<file path="src/rtl/bcd_calendar.sv">
module bcd_calendar #(
  parameter int TICKS_PER_SEC = 32768,
  parameter int ADDR_W        = 8
) (
  input  logic              clk,
  input  logic              rst_n,
  input  logic              tick,
  input  logic              wr_en,
  input  logic [ADDR_W-1:0] addr,
  input  logic [7:0]        wdata,
  output logic [7:0]        rdata
);
  localparam int PW = (TICKS_PER_SEC > 2) ? $clog2(TICKS_PER_SEC) : 1;
  localparam logic [PW-1:0] LAST = PW'(TICKS_PER_SEC - 1);
  localparam logic [ADDR_W-1:0] A_SEC = 'h00, A_MIN = 'h04, A_HR = 'h08,
                                A_DAY = 'h0C, A_MON = 'h10, A_YR = 'h14,
                                A_CTL = 'h40, A_STA = 'h44;

  logic [7:0]    sec_q, min_q, hr_q, day_q, mon_q, yr_q;
  logic [PW-1:0] pre_q;
  logic          run_q;
  logic [3:0]    ev_q;

  function automatic logic [7:0] binc(input logic [7:0] v);
    return (v[3:0] == 4'd9) ? {v[7:4] + 4'd1, 4'd0} : {v[7:4], v[3:0] + 4'd1};
  endfunction

  logic tw, busy, upd, leap, c_s, c_m, c_h, c_d, c_mo;
  logic [7:0] dim;
  logic [3:0] ev_set, ev_clr;

  assign tw   = wr_en && (addr == A_SEC || addr == A_MIN || addr == A_HR ||
                          addr == A_DAY || addr == A_MON || addr == A_YR);
  assign busy = run_q && (pre_q == LAST);
  assign upd  = tick && busy && !tw;

  assign leap = yr_q[4] ? (yr_q[3:0] == 4'd2 || yr_q[3:0] == 4'd6)
                        : (yr_q[3:0] == 4'd0 || yr_q[3:0] == 4'd4 || yr_q[3:0] == 4'd8);
  assign dim  = (mon_q == 8'h02) ? (leap ? 8'h29 : 8'h28) :
                (mon_q == 8'h04 || mon_q == 8'h06 || mon_q == 8'h09 || mon_q == 8'h11)
                  ? 8'h30 : 8'h31;

  assign c_s  = sec_q == 8'h59;
  assign c_m  = c_s && min_q == 8'h59;
  assign c_h  = c_m && hr_q == 8'h23;
  assign c_d  = c_h && day_q == dim;
  assign c_mo = c_d && mon_q == 8'h12;

  assign ev_set = {upd && c_h, upd && c_m, upd && c_s, upd};
  assign ev_clr = (wr_en && addr == A_STA) ? wdata[5:2] : 4'd0;

  always_ff @(posedge clk or negedge rst_n) begin
    if (!rst_n) begin
      sec_q <= 8'h00; min_q <= 8'h00; hr_q <= 8'h00;
      day_q <= 8'h01; mon_q <= 8'h01; yr_q <= 8'h00;
      pre_q <= '0;
      run_q <= 1'b0;
      ev_q  <= 4'd0;
    end else begin
      ev_q <= (ev_q & ~ev_clr) | ev_set;
      if (wr_en && addr == A_CTL) run_q <= wdata[0];
      if (tw) begin
        pre_q <= '0;
        case (addr)
          A_SEC:   sec_q <= wdata;
          A_MIN:   min_q <= wdata;
          A_HR:    hr_q  <= wdata;
          A_DAY:   day_q <= wdata;
          A_MON:   mon_q <= wdata;
          default: yr_q  <= wdata;
        endcase
      end else if (tick && run_q) begin
        pre_q <= busy ? '0 : pre_q + 1'b1;
        if (upd) begin
          sec_q <= c_s ? 8'h00 : binc(sec_q);
          if (c_s)  min_q <= c_m ? 8'h00 : binc(min_q);
          if (c_m)  hr_q  <= c_h ? 8'h00 : binc(hr_q);
          if (c_h)  day_q <= c_d ? 8'h01 : binc(day_q);
          if (c_d)  mon_q <= c_mo ? 8'h01 : binc(mon_q);
          if (c_mo) yr_q  <= (yr_q == 8'h99) ? 8'h00 : binc(yr_q);
        end
      end
    end
  end

  always_comb begin
    case (addr)
      A_SEC:   rdata = sec_q;
      A_MIN:   rdata = min_q;
      A_HR:    rdata = hr_q;
      A_DAY:   rdata = day_q;
      A_MON:   rdata = mon_q;
      A_YR:    rdata = yr_q;
      A_CTL:   rdata = {7'd0, run_q};
      A_STA:   rdata = {2'b00, ev_q, run_q, busy};
      default: rdata = 8'h00;
    endcase
  end
endmodule

</file>
<file path="config.mk">
export PLATFORM = sky130hd
export DESIGN_NAME = bcd_calendar
export DESIGN_NICKNAME = d
export VERILOG_FILES = /design/src/rtl/bcd_calendar.sv
export SDC_FILE = /design/constraint.sdc
export NUM_CORES = 1
export LEC_CHECK = 0
export ABC_AREA = 1
export BUFFER_PORTS_ARGS = -buffer_cell sky130_fd_sc_hd__buf_2
export CAP_MARGIN = 0
export CORE_MARGIN = 8
export CORE_UTILIZATION = 60
export CTS_BUF_LIST = sky130_fd_sc_hd__clkbuf_16
export DETAILED_ROUTE_END_ITERATION = 10
export GPL_TIMING_DRIVEN = 0
export PLACE_DENSITY = 0.79
export SLEW_MARGIN = 20
export SYNTH_ARGS = -nofsm -noshare
export SYNTH_HDL_FRONTEND = slang
export SYNTH_SLANG_ARGS = --single-unit
</file>
<file path="constraint.sdc">
create_clock -name clk -period 3.58 [get_ports clk]
set_input_delay 0.179 -clock clk [delete_from_list [all_inputs] [get_ports clk]]
set_output_delay 0.179 -clock clk [all_outputs]
set_load 0.005 [all_outputs]
</file>
==> metrics.md, run 1 <==
| Metric | Value |
|---|---|
| Post-synth top flop | dfrtp_1 |
| Synth async-reset ratio | 100.0% |
| Layout cells sized above 1 | 12.35% |
| Max Clk Rate | 0.4207 GHz |
| Reg clk slew, reported paths | 0.06 ns |
| Synth area leader | dfrtp_1 |
| Crit Path Max Fanout | 7 |
| Setup TNS | 0 ns |
| Startpoint Class | flop |
| DRC | 0 |
| CTS HTree Levels | 3 |
| Leakage | 2.785 nW |
| Boundary pin count | 28 |
| Largest net degree at the start of global routing | 38 |
| Required time of the critical path | 3.84 ns |
| Std cell rows | 33 |
| Post-route ant nets | 0 |
| Seq cells post-synth | 68 |
| Synth Area in Compound Gates | 16.14% |
| Mapped Cells | 693 |
| Unrepaired setup endpoints after global routing | no |
| Via-to-Cell Ratio | 5.895 |
| NumNets Final | 771 |
| Worst hold path class | in2reg |
| Antenna cells | 0 |
| VDD IR-drop max | 0.2088 mV |
| Dpl ws | 1.260 ns |
| Total power | 1.876 mW |
| Fillers | 702 |
| GPL Wtd Cong | 0.9774 |
| Final Cell Area | 0.005470 sq mm |
| DR iter-0 viols | 351 |
| Syn nets | 732 |
| Fin crit period | 2.377 ns |
| Power density cells | 342.9 mW/mm^2 |
| Die Wd | 106.4 microns |
| Slew margin rel. | 58.47% |
| Clock Latency Late Sink | 0.34 ns |
| Synth warn | 0 |
| Cell Area, Synth | 0.004907 sq mm |
| Hold Worst Slack | 0.1434 ns |
| Post-CTS setup buffers | 0 |
| Critical Path AT | 2.64 ns |
| Final worst setup slack | 1.203 ns |
| Layout area overhead | 11.47% |
| Yosys top cell area share | 33.66% |
| Crit-path cells | inv_1, ha_1, nand3_1, nor2_1, nand2_2, nor2_4, nand3_2, o21ai_2, nand3_1, inv_2, nand2_1, o21ai_1 |
| Placed cell area | 0.005191 sq mm |
| Outcome | finished clean |
| Kind of critical path | reg2reg |
| Hold Fails Final Rpt | 0 |
| Mux contribution to synthesized area | 0% |
| Crit-path slowest cell | dfrtp_1 |
| Sequential Area | 0.001704 sq mm |
| Area of the die | 0.01133 sq mm |
| Area of the multi-input gates | 0.002744 sq mm |
| Main combinational cell family by area after synthesis | simple AND/OR/NAND/NOR gates |
| Worst clock skew | 0.009805 ns |
| IO Port Bufs | 26 |
| Post-synth EDFFs | 0 |
| GR Overflow Total | 0 |
| Maxcap violations | 0 |
| Clock Tree Root | clkbuf_16 |
| Clk buf depth | 2 |
| Post-synth top cells | nand2_1 (181), inv_1 (95), o21ai_0 (70), dfrtp_1 (66), nand3_1 (56) |
| Xor/xnor share of the synthesized area | 3.391% |
| Initial antenna violation count | 0 |
| Most common cell in the netlist | nand2_1 |
| Worst Setup End Kind | flop |
| Initial core utilization | 60.95% |
| Fin. max-slew vios | 0 |
| Library cells used by synthesis | 44 |
| Drt pass-1 iters | 5 |
| Post-DP HPWL | 11100 microns |
| Setup violations, final | 0 |
| WL final | 14640 microns |
| Tightest Pin Transition | 0.6207 ns |
| Vias in the first global route | 4652 |
| Synth area leaders | dfrtp_1 (34%), nand2_1 (14%), inv_1 (7.3%) |
| Final Cycle Share | 66.40% |
| CTS buffer count | 9 |
| Mean Syn Cell Area | 7.081 sq um |
| First-pass GRT wire length | 23640 microns |
| Post-Synth Simple-Gate Area | 31.54% |
| Core Region | 0.008051 sq mm |
| Die Span Y | 106.4 microns |
| Post-Synth Adder-Cell Area | 4.844% |
| CTS tree | done |
| Vias | 4964 |
| Register area share after synthesis | 34.73% |
| Crit-path max cell delay | 0.39 ns |
| Wire per inst | 17.39 microns |
| Most used cell, CP | nand3_1 |
| Num Clock Sinks | 68 |
| Gr usage total | 26.66% |
==> worst max-delay path, delay by kind of cell, from the launching register on <==
| kind | cells | cell delay (ns) |
|---|---|---|
| simple gates | 7 | 1.08 |
| flops | 1 | 0.39 |
| compound gates | 2 | 0.39 |
| buf+inv | 2 | 0.27 |
| fa+ha+maj | 1 | 0.16 |
==> what timing repair did <==
action,in CTS,in global routing
gates resized for setup,0,0
endpoints found under the setup margin,0,0
hold buffers,1,0
hold endpoints to repair,29,0
==> cell families (layout without fill, tap and decap cells) <==
kind of cell    count (synthesis)  in the layout
compound gates                136            136
xor+xnor                       19             19
fa+ha+maj                      19             19
buf+inv                       113            157
flops                          68             68
simple gates                  338            338
==> where the power goes <==
group / leakage (nW) / internal [mW] / switching, mW
Combinational: 1.87 / 0.0753 / 0.130
Clock: 0.123 / 0.463 / 0.350
Sequential: 0.792 / 0.814 / 0.0430
==> path summary, 6_finish.rpt <==
kind / from / end / slack (ns) / depth (start not counted)
min: wdata[0] / run_q$_DFFE_PN0P_ / 0.14 / 3
max: min_q[1]$_DFFE_PN0P_ / mon_q[3]$_DFFE_PN0P_ / 1.20 / 12
min in group asynchronous: rst_n / yr_q[1]$_DFFE_PN0P_ / 0.33 / 2
max reg2reg: min_q[1]$_DFFE_PN0P_ / mon_q[3]$_DFFE_PN0P_ / 1.20 / 12
min reg2reg: ev_q[2]$_DFF_PN0_ / ev_q[2]$_DFF_PN0_ / 0.49 / 2
max in group asynchronous: rst_n / ev_q[3]$_DFF_PN0_ / 2.69 / 3
==> registers in the layout, indices dropped and copies added, names as in the netlist <==
register	flops
pre_q	15
day_q	8
hr_q	8
min_q	8
mon_q	8
sec_q	8
yr_q	8
ev_q	4
run_q	1
==> layout make-up <==
type / count / share of cell area, %
multi-input cells: 512 / 50.16
flip-flops and latches: 68 / 31.15
inverters: 103 / 7.113
clock buffers: 9 / 4.117
repair buffers: 28 / 2.973
well taps: 105 / 2.402
plain buffers: 10 / 1.281
clock inverters: 7 / 0.8005
==> metal layers <==
layer  GRT usage, %  vias up  share of wire [%]
li1               -     2369                  -
met1          34.78     2326                 43
met2          41.11      211                 45
met3          4.477       58                6.9
met4          15.18        0                4.9
met5              0        -                  0
==> placed cells by master (no fill, tap or decap), types with 15 or more instances in the layout <==
master	Yosys	final
nor2_1	50	50
o21ai_0	70	70
nand2_1	181	181
nand4_1	15	15
nand3_1	56	56
a21oi_1	17	17
ha_1	19	19
buf_2	5	30
inv_1	95	95
dfrtp_1	66	66
==> per-stage QoR <==
| step | cells | util (%) |
|---|---|---|
| floorplan | 693 | - |
| global placement | 824 | 64.20 |
| detailed placement | 825 | 64.48 |
| CTS | 842 | 67.94 |
| global route | 842 | 67.94 |
| finish | 842 | 67.94 |
Power figures use the tool's default switching activity.
==> run 2: changes to the inputs <==
- ABC_AREA: 1 -> 0
- clock period: 3.58 -> 2.4 ns (I/O delays scaled with it)
==> metrics.md, run 2 <==
| Metric | Value |
|---|---|
| Hold Fails Final Rpt | 0 |
| Slew margin rel. | 46.84% |
| GR Overflow Total | 0 |
| Post-route ant nets | 0 |
| Vias | 5153 |
| Final Cycle Share | 108.9% |
| Power density cells | 463.2 mW/mm^2 |
| Initial core utilization | 62.45% |
| Antenna cells | 0 |
| Critical path's top delay family | simple AND/OR/NAND/NOR gates |
| Crit-path max cell delay | 0.62 ns |
| Switching share of power | 25.55% |
| Unrepaired setup endpoints after global routing | yes |
| Layout area overhead | 22.93% |
| Drt pass-1 iters | 5 |
| Vias in the first global route | 4985 |
| CTS HTree Levels | 3 |
| Syn nets | 609 |
| Worst setup startpoint | mon_q[5]$_DFFE_PN0P_ |
| Synth async-reset ratio | 100.0% |
| Boundary pin count | 28 |
| Reg clk slew, reported paths | 0.06 ns |
| Fin crit period | 2.613 ns |
| Worst Setup End Kind | flop |
| Placed insts | 700 |
| Yosys top cell area share | 34.05% |
| Leakage | 2.605 nW |
| DRC | 0 |
| Most flop-heavy register | pre_q |
| Synth area leaders | dfrtp_1 (34%), ha_1 (4.9%), o21ai_0 (4.7%) |
| Post-synth top cells | dfrtp_1 (66), nand2_1 (57), nor2_1 (52), o21ai_0 (46), inv_1 (30) |
| WL final | 16800 microns |
| Num Clock Sinks | 68 |
| Clock Latency Late Sink | 0.33 ns |
| Setup TNS | -2.702 ns |
| Commonest non-fill, non-tap cell in the layout | dfrtp_1 |
| Final Cell Area | 0.005963 sq mm |
| Die Span Y | 105.9 microns |
| Library cells used by synthesis | 76 |
| Max reg flops | 15 |
| Critical Path AT | 2.83 ns |
| Required time of the critical path | 2.62 ns |
| Synth warn | 0 |
| Violated checks | setup timing |
| Clock power frac | 49.1% |
| First-pass GRT wire length | 26130 microns |
| Max Clk Rate | 0.3827 GHz |
| Register area share after synthesis | 35.13% |
| Reg2reg start | mon_q[5]$_DFFE_PN0P_ |
| Outcome | complete, but fails checks |
| Via-to-Cell Ratio | 6.926 |
| Maxcap violations | 0 |
| Startpoint Class | flop |
| DR iter-0 viols | 576 |
| Layout cells sized above 1 | 21.96% |
| GPL Wtd Cong | 1.003 |
| Mapped Cells | 570 |
| Clock Tree Root | clkbuf_16 |
| Wire per inst | 22.58 microns |
| Combinational share of power | 7.1% |
| Clk buf depth | 2 |
| Most common cell in the netlist | dfrtp_1 |
| Die Wd | 105.9 microns |
| Seq cells post-synth | 68 |
| Std cell rows | 32 |
| Area of the die | 0.01122 sq mm |
| Internal power | 2.056 mW |
| Gr usage total | 29.26% |
| Worst hold path class | in2reg |
| Setup violations, final | 23 |
| Crit-path slowest cell | or4b_4 |
| Post-synth top flop | dfrtp_1 |
| Initial antenna violation count | 0 |
| Highest-count cells in the layout ignoring fill and taps | dfrtp_1 (62), nand2_1 (56), nor2_1 (48), o21ai_0 (44), buf_4 (29) |
| Part of the power in registers | 43.8% |
| Synth area leader | dfrtp_1 |
| Tightest Pin Transition | 0.7926 ns |
| P_sw | 705.8 uW |
| Worst clock skew | 0.007808 ns |
| IO Port Bufs | 27 |
| Non-Filler Instances | 744 |
| VDD IR-drop max | 0.3830 mV |
| Crit Path Max Fanout | 6 |
| Cell Area, Synth | 0.004851 sq mm |
| Core Region | 0.007767 sq mm |
| Min-delay src | wdata[5] |
| Placed cell area | 0.005176 sq mm |
| Final worst setup slack | -0.2132 ns |
| Largest net degree at the start of global routing | 52 |
| Crit path buffers/inverters | 1 |
| Crit-path cells | inv_2, ha_4, or3b_4, o22ai_4, a31oi_4, or4b_4, a21oi_4, mux2_4 |
| NumNets Final | 676 |
| Kind of critical path | reg2reg |
| Post-synth EDFFs | 0 |
| Post-DP HPWL | 11180 microns |
| CTS tree | done |
| CTS buffer count | 9 |
| Fin. max-slew vios | 0 |
| Mean Syn Cell Area | 8.510 sq um |
| Fillers | 563 |
run 2: cell types whose count changed in the layout (fill, tap and decap cells not counted), moves of 9 or more:
cell      previous run  this run
clkbuf_1             0         9
a22oi_1              0        12
o21ai_0             70        44
buf_4                4        29
nand3_1             56        27
inv_1               95        28
and3_1               0        13
mux2i_1              0        12
nand2_1            181        56
run 2: what timing repair did:
item	4_1_cts	5_1_grt
hold endpoints to repair	49	0
hold buffers	1	0
cloned	0	1
setup buffers	19	12
resized for setup	45	22
pin swaps	16	16
endpoints found under the setup margin	42	39
run 2: cell type report:
| cell class | count | area, sq um | share of cell area [%] |
|---|---|---|---|
| inverter | 30 | 112.6 | 1.888 |
| multi-input combinational | 449 | 3188 | 53.46 |
| buffer | 19 | 86.33 | 1.448 |
| clock buffer | 9 | 225.2 | 3.777 |
| timing repair buffer | 60 | 439.2 | 7.365 |
| sequential | 68 | 1709 | 28.66 |
| clock inverter | 7 | 75.07 | 1.259 |
| tap | 102 | 127.6 | 2.140 |
run 2: logic make-up (layout without fill, tap and decap cells):
family / count (synthesis) / count (layout) / synth area share (%)
fa+ha+maj: 19 / 19 / 4.901
compound gates: 168 / 168 / 23.58
flops: 68 / 68 / 35.13
simple gates: 229 / 230 / 25.59
buf+inv: 54 / 125 / 4.359
mux: 19 / 19 / 4.101
xor+xnor: 13 / 13 / 2.347
run 2: through the flow:
stage               setup slack, ns  hold slack (ns)  total power, mW  util (%)
global placement            -0.5529           0.4375            1.397     66.25
finish                      -0.2132           0.1174            2.762     76.77
CTS                         -0.1300           0.1061            2.759     74.82
detailed placement          -0.5913          0.01638            1.413     66.64
global route                -0.2437           0.1367            2.829     76.77
floorplan                   -0.1052          -0.1756            1.319         -
run 2: power by group through the flow:
stage	Sequential [mW]	Clock (mW)	Combinational (mW)
after CTS	1.21	1.36	0.192
after global placement	1.22	0	0.173
after detailed placement	1.23	0	0.188
after global routing	1.21	1.40	0.217
after floorplan	1.22	0	0.102
final	1.21	1.36	0.197
run 2: per-layer routing:
layer	share of wire (%)	vias up	global-route usage, %
met3	11	86	6.461
met4	5.1	0	16.28
met1	39	2445	37.34
met5	0	-	0
li1	-	2266	-
met2	45	356	45.13
run 2: worst register-to-register path: stages (launching register included):
cell     delay (ns)
dfrtp_1        0.41
inv_2          0.11
ha_4           0.14
or3b_4         0.39
o22ai_4        0.19
a31oi_4        0.12
or4b_4         0.62
a21oi_4        0.20
mux2_4         0.32
run 2: worst paths after layout:
| check | end | slack, ns | cells past startpoint |
|---|---|---|---|
| setup reg to reg | mon_q[4]$_DFFE_PN0P_ | -0.21 | 8 |
| max in group asynchronous | yr_q[7]$_DFFE_PN0P_ | 1.64 | 3 |
| min in group asynchronous | hr_q[1]$_DFFE_PN0P_ | 0.21 | 2 |
| setup / recovery | mon_q[4]$_DFFE_PN0P_ | -0.21 | 8 |
| hold / removal | ev_q[3]$_DFF_PN0_ | 0.12 | 4 |
| hold reg to reg | ev_q[0]$_DFF_PN0_ | 0.51 | 2 |
